[src/rtl/fsmi_pkg.sv]
// Package: shared types and helpers for the multiframe framing-bit inserter.
// Assumes message slots are sent least significant bit first.
package fsmi_pkg;

    // Kind of framing position a frame occupies.
    typedef enum logic {
        FB_TERMINAL = 1'b0,
        FB_SIGNAL   = 1'b1
    } fb_kind_e;

    // Sync-word for a slot of 'bits' message bits: first half zeros, second half ones,
    // in sending order (LSB first), so the value has ones in its upper half.
    function automatic logic [63:0] sync_word(input int bits);
        logic [63:0] w;
        w = '0;
        for (int i = 0; i < bits; i++) begin
            w[i] = (i >= bits / 2);
        end
        return w;
    endfunction

endpackage

[src/rtl/fsmi_frame_seq.sv]
// Module: frame sequencer.
// Tracks the position of the next frame inside the superframe and the multiframe,
// and the phase of the terminal framing alternation. Advances only on tick.
// Assumes FRAMES_PER_SF is even, so odd positions are the signalling positions.
module fsmi_frame_seq #(
    parameter int FRAMES_PER_SF = 12,
    parameter int SF_PER_MF     = 6,
    localparam int FRAMES_PER_MF = FRAMES_PER_SF * SF_PER_MF,
    localparam int MSG_BITS      = FRAMES_PER_SF / 2,
    localparam int IDX_W         = $clog2(FRAMES_PER_MF),
    localparam int SF_W          = $clog2(SF_PER_MF),
    localparam int POS_W         = $clog2(FRAMES_PER_SF),
    localparam int SEL_W         = $clog2(MSG_BITS)
) (
    input  logic             clk,
    input  logic             rst_n,
    input  logic             tick,
    output logic [IDX_W-1:0] frame_num,
    output logic [SF_W-1:0]  sf_num,
    output logic [SEL_W-1:0] bit_sel,
    output logic             is_fs,
    output logic             sf_start,
    output logic             ft_val
);

    logic [POS_W-1:0] pos_q;
    logic [SF_W-1:0]  sf_q;
    logic [IDX_W-1:0] frm_q;
    logic             ft_q;

    logic pos_last;
    logic sf_last;
    logic frm_last;

    // Purpose: detect the last position of each counter.
    always_comb begin
        pos_last = (pos_q == POS_W'(FRAMES_PER_SF - 1));
        sf_last  = (sf_q  == SF_W'(SF_PER_MF - 1));
        frm_last = (frm_q == IDX_W'(FRAMES_PER_MF - 1));
    end

    // Purpose: step the frame position within the superframe.
    always_ff @(posedge clk) begin
        if (!rst_n) begin
            pos_q <= '0;
        end else if (tick) begin
            pos_q <= pos_last ? '0 : pos_q + 1'b1;
        end
    end

    // Purpose: step the superframe number within the multiframe.
    always_ff @(posedge clk) begin
        if (!rst_n) begin
            sf_q <= '0;
        end else if (tick && pos_last) begin
            sf_q <= sf_last ? '0 : sf_q + 1'b1;
        end
    end

    // Purpose: step the frame index within the multiframe.
    always_ff @(posedge clk) begin
        if (!rst_n) begin
            frm_q <= '0;
        end else if (tick) begin
            frm_q <= frm_last ? '0 : frm_q + 1'b1;
        end
    end

    // Purpose: toggle the terminal framing value after every terminal position.
    always_ff @(posedge clk) begin
        if (!rst_n) begin
            ft_q <= 1'b1;
        end else if (tick && !pos_q[0]) begin
            ft_q <= !ft_q;
        end
    end

    // Purpose: derive the position outputs used by the rest of the block.
    always_comb begin
        frame_num = frm_q;
        sf_num    = sf_q;
        is_fs     = pos_q[0];
        bit_sel   = SEL_W'(pos_q >> 1);
        sf_start  = tick && (pos_q == '0);
        ft_val    = ft_q;
    end

endmodule

[src/rtl/fsmi_slot_store.sv]
// Module: message slot store.
// Holds one staging byte from the host and a per-slot history of the last
// message used in each superframe. At a superframe start it selects the
// message for that superframe: the staged byte if present, else the history.
// Assumes sf_start is a single-cycle pulse and sf_num names the starting superframe.
module fsmi_slot_store #(
    parameter int SF_PER_MF  = 6,
    parameter int MSG_BITS   = 6,
    parameter int BYTE_W     = 8,
    parameter int SYNC_SLOTS = 2,
    localparam int SF_W      = $clog2(SF_PER_MF)
) (
    input  logic                clk,
    input  logic                rst_n,
    input  logic                sf_start,
    input  logic [SF_W-1:0]     sf_num,
    input  logic                wr_valid,
    input  logic [BYTE_W-1:0]   wr_data,
    output logic                wr_ready,
    output logic [MSG_BITS-1:0] active_msg,
    output logic                underrun
);

    import fsmi_pkg::*;

    localparam logic [MSG_BITS-1:0] SYNC_MSG = MSG_BITS'(sync_word(MSG_BITS));

    logic [MSG_BITS-1:0] stage_q;
    logic                stage_vld_q;
    logic [MSG_BITS-1:0] hist_q [SF_PER_MF];
    logic [MSG_BITS-1:0] hist_sel;
    logic [MSG_BITS-1:0] active_q;
    logic                underrun_q;
    logic                accept;
    logic                unused_upper;

    // Purpose: upper data bits carry no message content.
    assign unused_upper = ^wr_data[BYTE_W-1:MSG_BITS];

    // Purpose: handshake, a byte is taken only into an empty stage.
    always_comb begin
        wr_ready = !stage_vld_q;
        accept   = wr_valid && !stage_vld_q;
    end

    // Purpose: capture a host byte and empty the stage at a superframe start.
    always_ff @(posedge clk) begin
        if (!rst_n) begin
            stage_q     <= '0;
            stage_vld_q <= 1'b0;
        end else if (accept) begin
            stage_q     <= wr_data[MSG_BITS-1:0];
            stage_vld_q <= 1'b1;
        end else if (sf_start) begin
            stage_vld_q <= 1'b0;
        end
    end

    // One history register per slot; the first SYNC_SLOTS reset to the sync word.
    for (genvar g = 0; g < SF_PER_MF; g++) begin : g_hist
        localparam logic [MSG_BITS-1:0] RST_VAL = (g < SYNC_SLOTS) ? SYNC_MSG : '0;

        // Purpose: remember the staged byte used in this slot.
        always_ff @(posedge clk) begin
            if (!rst_n) begin
                hist_q[g] <= RST_VAL;
            end else if (sf_start && stage_vld_q && (sf_num == SF_W'(g))) begin
                hist_q[g] <= stage_q;
            end
        end
    end

    // Purpose: select the history entry of the starting superframe.
    always_comb begin
        hist_sel = '0;
        for (int i = 0; i < SF_PER_MF; i++) begin
            if (sf_num == SF_W'(i)) begin
                hist_sel = hist_q[i];
            end
        end
    end

    // Purpose: load the active message and underrun state at a superframe start.
    always_ff @(posedge clk) begin
        if (!rst_n) begin
            active_q   <= '0;
            underrun_q <= 1'b0;
        end else if (sf_start) begin
            active_q   <= stage_vld_q ? stage_q : hist_sel;
            underrun_q <= !stage_vld_q;
        end
    end

    assign active_msg = active_q;
    assign underrun   = underrun_q;

endmodule

[src/rtl/fsmi_fbit_out.sv]
// Module: framing-bit output stage.
// On each tick registers the framing bit, the frame index and the position kind.
// Terminal positions take the alternation value, signalling positions take one
// bit of the active message. Assumes active_msg is stable over signalling positions.
module fsmi_fbit_out #(
    parameter int IDX_W    = 7,
    parameter int MSG_BITS = 6,
    localparam int SEL_W   = $clog2(MSG_BITS)
) (
    input  logic                clk,
    input  logic                rst_n,
    input  logic                tick,
    input  logic [IDX_W-1:0]    frame_num,
    input  logic                is_fs,
    input  logic [SEL_W-1:0]    bit_sel,
    input  logic                ft_val,
    input  logic [MSG_BITS-1:0] active_msg,
    output logic                fbit,
    output logic [IDX_W-1:0]    frame_idx,
    output logic                fs_pos
);

    import fsmi_pkg::*;

    fb_kind_e kind;
    logic     msg_bit;
    logic     next_bit;

    // Purpose: pick the selected message bit.
    always_comb begin
        msg_bit = 1'b0;
        for (int i = 0; i < MSG_BITS; i++) begin
            if (bit_sel == SEL_W'(i)) begin
                msg_bit = active_msg[i];
            end
        end
    end

    // Purpose: choose the framing bit by position kind.
    always_comb begin
        kind = is_fs ? FB_SIGNAL : FB_TERMINAL;
        case (kind)
            FB_SIGNAL:   next_bit = msg_bit;
            default:     next_bit = ft_val;
        endcase
    end

    // Purpose: register the outputs of the frame that was ticked.
    always_ff @(posedge clk) begin
        if (!rst_n) begin
            fbit      <= 1'b0;
            frame_idx <= '0;
            fs_pos    <= 1'b0;
        end else if (tick) begin
            fbit      <= next_bit;
            frame_idx <= frame_num;
            fs_pos    <= is_fs;
        end
    end

endmodule

[src/rtl/fs_msg_framer.sv]
// Module: multiframe framing-bit message inserter (top).
// Generates one framing bit per frame tick: terminal alternation in even frames,
// host message bits (six per superframe, LSB first) in odd frames.
// Assumes frame_tick is a one-cycle pulse per frame and the host stages each
// superframe's byte during the superframe before it.
module fs_msg_framer #(
    parameter int FRAMES_PER_SF = 12,
    parameter int SF_PER_MF     = 6,
    parameter int BYTE_W        = 8,
    parameter int SYNC_SLOTS    = 2,
    localparam int FRAMES_PER_MF = FRAMES_PER_SF * SF_PER_MF,
    localparam int MSG_BITS      = FRAMES_PER_SF / 2,
    localparam int IDX_W         = $clog2(FRAMES_PER_MF),
    localparam int SF_W          = $clog2(SF_PER_MF),
    localparam int SEL_W         = $clog2(MSG_BITS)
) (
    input  logic              clk,
    input  logic              rst_n,
    input  logic              frame_tick,
    input  logic              host_valid,
    input  logic [BYTE_W-1:0] host_data,
    output logic              host_ready,
    output logic              fbit,
    output logic [IDX_W-1:0]  frame_idx,
    output logic              fs_pos,
    output logic              underrun
);

    logic [IDX_W-1:0]    frame_num;
    logic [SF_W-1:0]     sf_num;
    logic [SEL_W-1:0]    bit_sel;
    logic                is_fs;
    logic                sf_start;
    logic                ft_val;
    logic [MSG_BITS-1:0] active_msg;

    fsmi_frame_seq #(
        .FRAMES_PER_SF (FRAMES_PER_SF),
        .SF_PER_MF     (SF_PER_MF)
    ) u_seq (
        .clk       (clk),
        .rst_n     (rst_n),
        .tick      (frame_tick),
        .frame_num (frame_num),
        .sf_num    (sf_num),
        .bit_sel   (bit_sel),
        .is_fs     (is_fs),
        .sf_start  (sf_start),
        .ft_val    (ft_val)
    );

    fsmi_slot_store #(
        .SF_PER_MF  (SF_PER_MF),
        .MSG_BITS   (MSG_BITS),
        .BYTE_W     (BYTE_W),
        .SYNC_SLOTS (SYNC_SLOTS)
    ) u_store (
        .clk        (clk),
        .rst_n      (rst_n),
        .sf_start   (sf_start),
        .sf_num     (sf_num),
        .wr_valid   (host_valid),
        .wr_data    (host_data),
        .wr_ready   (host_ready),
        .active_msg (active_msg),
        .underrun   (underrun)
    );

    fsmi_fbit_out #(
        .IDX_W    (IDX_W),
        .MSG_BITS (MSG_BITS)
    ) u_out (
        .clk        (clk),
        .rst_n      (rst_n),
        .tick       (frame_tick),
        .frame_num  (frame_num),
        .is_fs      (is_fs),
        .bit_sel    (bit_sel),
        .ft_val     (ft_val),
        .active_msg (active_msg),
        .fbit       (fbit),
        .frame_idx  (frame_idx),
        .fs_pos     (fs_pos)
    );

endmodule

[config.mk]
export PLATFORM = sky130hd
export DESIGN_NAME = fs_msg_framer
export DESIGN_NICKNAME = d
export VERILOG_FILES = /design/src/rtl/fsmi_pkg.sv /design/src/rtl/fsmi_frame_seq.sv /design/src/rtl/fsmi_slot_store.sv /design/src/rtl/fsmi_fbit_out.sv /design/src/rtl/fs_msg_framer.sv
export SDC_FILE = /design/constraint.sdc
export NUM_CORES = 1
export LEC_CHECK = 0
export BUFFER_PORTS_ARGS = -buffer_cell sky130_fd_sc_hd__buf_4
export CORE_MARGIN = 2
export CORE_UTILIZATION = 54
export CTS_BUF_LIST = sky130_fd_sc_hd__clkbuf_16
export DETAILED_ROUTE_END_ITERATION = 8
export PLACE_DENSITY = 0.82
export SLEW_MARGIN = 20
export SYNTH_ARGS = -nofsm -noshare
export SYNTH_HDL_FRONTEND = slang
export SYNTH_SLANG_ARGS = --single-unit
[constraint.sdc]
create_clock -name clk -period 2.5 [get_ports clk]
set_clock_uncertainty 0.05 [all_clocks]
set_input_delay 0.375 -clock clk [delete_from_list [all_inputs] [get_ports clk]]
set_output_delay 0.375 -clock clk [all_outputs]
set_load 0.01 [all_outputs]
## After elaboration in Yosys (flattened, before gate mapping)

Memory sizes are Yosys's and may differ from the RTL's.
Index checks and enable logic that the tools add are counted.

| storage, ports and cells | value |
|---|---|
| flip-flop bits (word level) | 38 |
| RAM bits | 36 |
| bits of input ports | 12 |
| output and inout bits | 11 |
| logic and storage cells | 96 |
| memories | 1 |

Memory list:

| memory | depth | bits a word | rd ports | clocked after Yosys merged registers in | wr ports | line | text |
|---|---|---|---|---|---|---|---|
| u_store.hist_q | 6 | 6 | 6 | 0 | 6 | fsmi_slot_store.sv:30 | `logic [MSG_BITS-1:0] hist_q [SF_PER_MF];` |

| cells by class | value |
|---|---|
| add/sub/neg operators | 3 |
| equal/unequal tests | 12 |
| mux-type cells | 45 |
| bitwise gates (word level) | 6 |
| reductions and logical operators | 18 |

Operator list:

| operator | number |
|---|---|
| $mux 6 | 13 |
| $mux 1 | 29 |
| $eq 3x2->1 const B | 4 |
| $eq 3x3->1 const B | 4 |
| $logic_and 1x1->1 | 11 |
| $add 7x1->7 const B | 1 |
| $eq 7x7->1 const B | 1 |
| $mux 7 | 1 |
| $eq 3x1->1 const B | 2 |
| $logic_not 3->1 | 2 |
| $or 1x1->1 | 6 |
| $add 4x1->4 const B | 1 |
| $eq 4x4->1 const B | 1 |
| $logic_not 4->1 | 1 |
| $mux 4 | 1 |
| $add 3x1->3 const B | 1 |
| $logic_not 1->1 | 3 |
| $mux 3 | 1 |
| $reduce_bool 2->1 | 1 |

## Depth between registers and ports, before layout

| depth | value |
|---|---|
| depth in word-level cells | 8 |
| gate-level depth with buffers | 9 |
| gate-level depth less buffers | 6 |

## Cells and area by module

A second synthesis with hierarchy kept.

| second synthesis, totals | value |
|---|---|
| cells, all modules | 314 |
| area total of the unflattened synthesis | 3455.8 µm² |

Modules (own cells, without submodules):

| module | instances | cells each | area an instance (µm²) |
|---|---|---|---|
| fsmi_slot_store | 1 | 201 | 2362.3 |
| fsmi_frame_seq | 1 | 76 | 695.7 |
| fsmi_fbit_out | 1 | 37 | 397.9 |

## Worst setup path before layout

OpenSTA, ideal clock, no wires.

| timing path | value |
|---|---|
| path type | register -> register |
| from | register u_seq.pos_q[1] |
| to | memory u_store.hist_q[0][0], enable pin |
| library setup time | 389 ps |
| arrival | 2009 ps |
| data required time | 2061 ps |
| slack | 52 ps |
| cell stages (with the launch flop) | 9 |
| buffers on the path | 3 |
| clock period less this slack | 2448 ps |
| cell sequence | dfxtp_1 -> clkbuf_1 -> inv_1 -> ha_1 -> and4bb_2 -> buf_6 -> buf_4 -> nand2_1 -> o41ai_1 |

RTL lines:

| item | line | text |
|---|---|---|
| start: declaration | fsmi_frame_seq.sv:26 | `logic [POS_W-1:0] pos_q;` |
| start signal: assignment | fsmi_frame_seq.sv:47 | `pos_q <= pos_last ? '0 : pos_q + 1'b1;` |
| end: declaration | fsmi_slot_store.sv:30 |  |

==> run_results.csv <==
group,metric,value,unit
clocking,cts_setup_buffers,0,
grt,grt_util_met3,4.85,%
sta,setup_viol,0,
placement,gp_congestion,0.769,
setup_path,crit_type,"reg -> reg",
sta,final.setup.tns,0,ns
clocking,cts_sinks,74,
setup_path,start_kind,"register",
yosys,ys_top_cells_by_area,"edfxtp_1, dfxtp_1, mux2i_1",
grt,grt_pass1_vias,2452,
placement,io_buffer_count,20,
grt,grt.total_usage,22.2,%
setup_path,endpoint_kind,"register",
yosys,synth.yosys.seq_area_share,53.6,%
cells_and_area,num-fill-cells,488,
route,wirelength,7.24,mm
clocking,clkTransAtPathRegs,0.06,ns
power_and_ir_drop,p_leak,1.47,nW
floorplan,start_util,55.1,%
setup_path,cp_top_family,"simple AND/OR/NAND/NOR gates",
route,drt-vias-per-instance,5.78,
sta,slew_violations,0,
cells_and_area,final_common_cell,"dfxtp_1",
clocking,tritoncts,"yes",
job,maxCapViolCount,0,
clocking,clk_latency,0.33,ns
grt,grt_start_max_net_pins,44,
floorplan,ios,23,
yosys,synth_top_flop_cell,"dfxtp_1",
yosys,ys_types,37,
sta,fmax,0.479,GHz
setup_path,crit_arrival,2.09,ns
cells_and_area,utilization,63.8,%
power_and_ir_drop,total_power,2.88,mW
sta,period_needed,2.09,ns
sta,worst_pin_slew,0.634,ns
run_status,outcome,"completed",
clocking,root_buffer,"clkbuf_16",
grt,grt_pass1_wl,12.1,mm
power_and_ir_drop,p_per_area,723,nW/um^2
sta,holdWs,0.221,ns
yosys,synth_top_area_share,31.4,%
setup_path,critPathMaxStageDelay,0.41,ns
grt,antenna_found_initial,0,
setup_path,critPathRequiredTime,2.50,ns
yosys,yosysTopAreaCell,"edfxtp_1",
route,wire_per_inst,17.3,um
floorplan,dieHeight,83.8,um
clocking,htreeDepth,3,
yosys,ys.warnings.count,0,
sta,hold_viol,0,
setup_path,path_max_fanout,11,
route,route.detailed.drc,0,
sta,finalCritPeriodShare,83.6,%
sta,maxSlewHeadroom,57.6,%
floorplan,core_area,6240,sq um
grt,met1_usage,28.2,%
min_path,min_path_type,"in -> reg",
cells_and_area,area_growth,15.8,%
yosys,synth_nets,330,
route,final_antenna_net_count,0,
grt,grt_util_met2,35.9,%
sta,rsz0062_at_grt,"no",
power_and_ir_drop,ir_worst_vdd,0.477,mV
route,drt-pass1-iter-count,4,
grt,overflow,0,
floorplan,die_area,7020,sq um
clocking,post_cts_resized,0,
yosys,ys_ff_latch,74,
yosys,netlist_instances,314,
clocking,cts_buffer_depth,2,
setup_path,worst-path-buf-inv,2,
clocking,cts_buffers,9,
yosys,synth_edf_count,36,
route,num_vias,2422,
cells_and_area,final_cell_area,3980,sq um
placement,hpwl,4.82,mm
clocking,postCtsHoldBufs,0,
setup_path,path_cells,"inv_1, ha_1, and4bb_2, nand2_1, o41ai_1, buf_4",
yosys,syn_area,3440,sq um
floorplan,die_w,83.8,um
route,drt_iter0_drc,232,
grt,globalRoute.busiestLayer,"met2",
cells_and_area,layout.nets,353,
cells_and_area,drive_above_1_share,14.6,%
setup_path,crit_path_top_delay_cell,"and4bb_2",
yosys,avgSynthCellArea,10.9,sq um
placement,placed_cell_area,3670,sq um
cells_and_area,antennaDiodeCount,0,
cells_and_area,mostFrequentLayoutCells,"dfxtp_1, edfxtp_1, mux2i_1",
yosys,async_flop_share,0,%
floorplan,rows,29,
-- logic make-up (layout without fill, tap and decap cells) --
kind of cell               Yosys count  in the layout  synth area share (%)
muxes                               31             31                  9.02
xor gates and xnor gates             8              8                  2.04
AOI/OAI and AO/OA                   48             48                  9.21
DFF                                 74             74                  53.6
buffers and inverters               30             58                  4.00
and+or+nand+nor                    119            119                  20.7
adders and majority gates            4              4                  1.46
-- sequential cells by signal, summed over array words and instances (netlist names) --
register / count
u_store.hist_q: 36
u_out.frame_idx: 7
u_seq.frame_num: 7
u_store.active_msg: 6
u_store.stage_q: 6
u_seq.pos_q: 4
u_seq.sf_num: 3
u_out.fbit: 1
u_out.fs_pos: 1
u_seq.ft_val: 1
u_store.stage_vld_q: 1
u_store.underrun: 1
-- path summary, 6_finish.rpt --
check,startpoint,endpoint,slack (ns),cells past startpoint
setup reg to reg,u_seq.pos_q[1],u_store.hist_q[0][1],0.41,6
hold / removal,host_valid,u_store.stage_vld_q,0.22,3
setup / recovery,u_seq.pos_q[1],u_store.hist_q[0][1],0.41,6
hold reg to reg,u_store.underrun,u_store.underrun,0.45,2
-- final cells by class --
| type | count | area, sq um | share of cell area [%] |
|---|---|---|---|
| clock buffers | 11 | 275 | 6.91 |
| clock inverters | 5 | 40.0 | 1.01 |
| inverters | 12 | 45.0 | 1.13 |
| multi-input cells | 210 | 1460 | 36.6 |
| flip-flops and latches | 74 | 1840 | 46.2 |
| well taps | 77 | 96.3 | 2.42 |
| repair buffers | 30 | 225 | 5.66 |
-- layer usage --
layer / up-vias / share of wire [%]
met5: - / 0
li1: 1159 / -
met4: 0 / 2.9
met2: 85 / 47
met3: 20 / 6.6
met1: 1158 / 43
-- through the flow --
step	instances	setup slack, ns
after floorplan	314	0.0524
final	419	0.411
after global placement	403	0.442
after detailed placement	403	0.433
after global routing	419	0.262
after CTS	419	0.397
-- synthesized netlist by cell type, types with 2 or more instances --
| library cell | number |
|---|---|
| nand4_1 | 4 |
| nand3b_1 | 7 |
| nand2_1 | 12 |
| and3_1 | 7 |
| nor2b_1 | 18 |
| xor2_1 | 3 |
| xnor2_1 | 5 |
| clkbuf_1 | 9 |
| a21oi_1 | 7 |
| ha_1 | 4 |
| nand2b_1 | 4 |
| a21boi_0 | 4 |
| edfxtp_1 | 36 |
| dfxtp_1 | 38 |
| nand3_1 | 11 |
| buf_4 | 3 |
| and2_1 | 28 |
| or3_1 | 5 |
| inv_1 | 12 |
| a22o_1 | 6 |
| a22oi_1 | 2 |
| o21ai_0 | 20 |
| buf_2 | 5 |
| a221o_1 | 6 |
| mux2i_1 | 31 |
| nor2_1 | 16 |
-- where the power goes --
| group | internal, mW | switching, mW |
|---|---|---|
| logic | 0.0868 | 0.0975 |
| registers | 1.32 | 0.0506 |
| clock network | 0.802 | 0.522 |
-- worst register-to-register path, stage by stage, from the launching register on --
cell and delay, ns:
dfxtp_1 0.39, inv_1 0.09, ha_1 0.13, and4bb_2 0.41, nand2_1 0.21, o41ai_1 0.30
buf_4 0.21
Power figures use the tool's default switching activity.
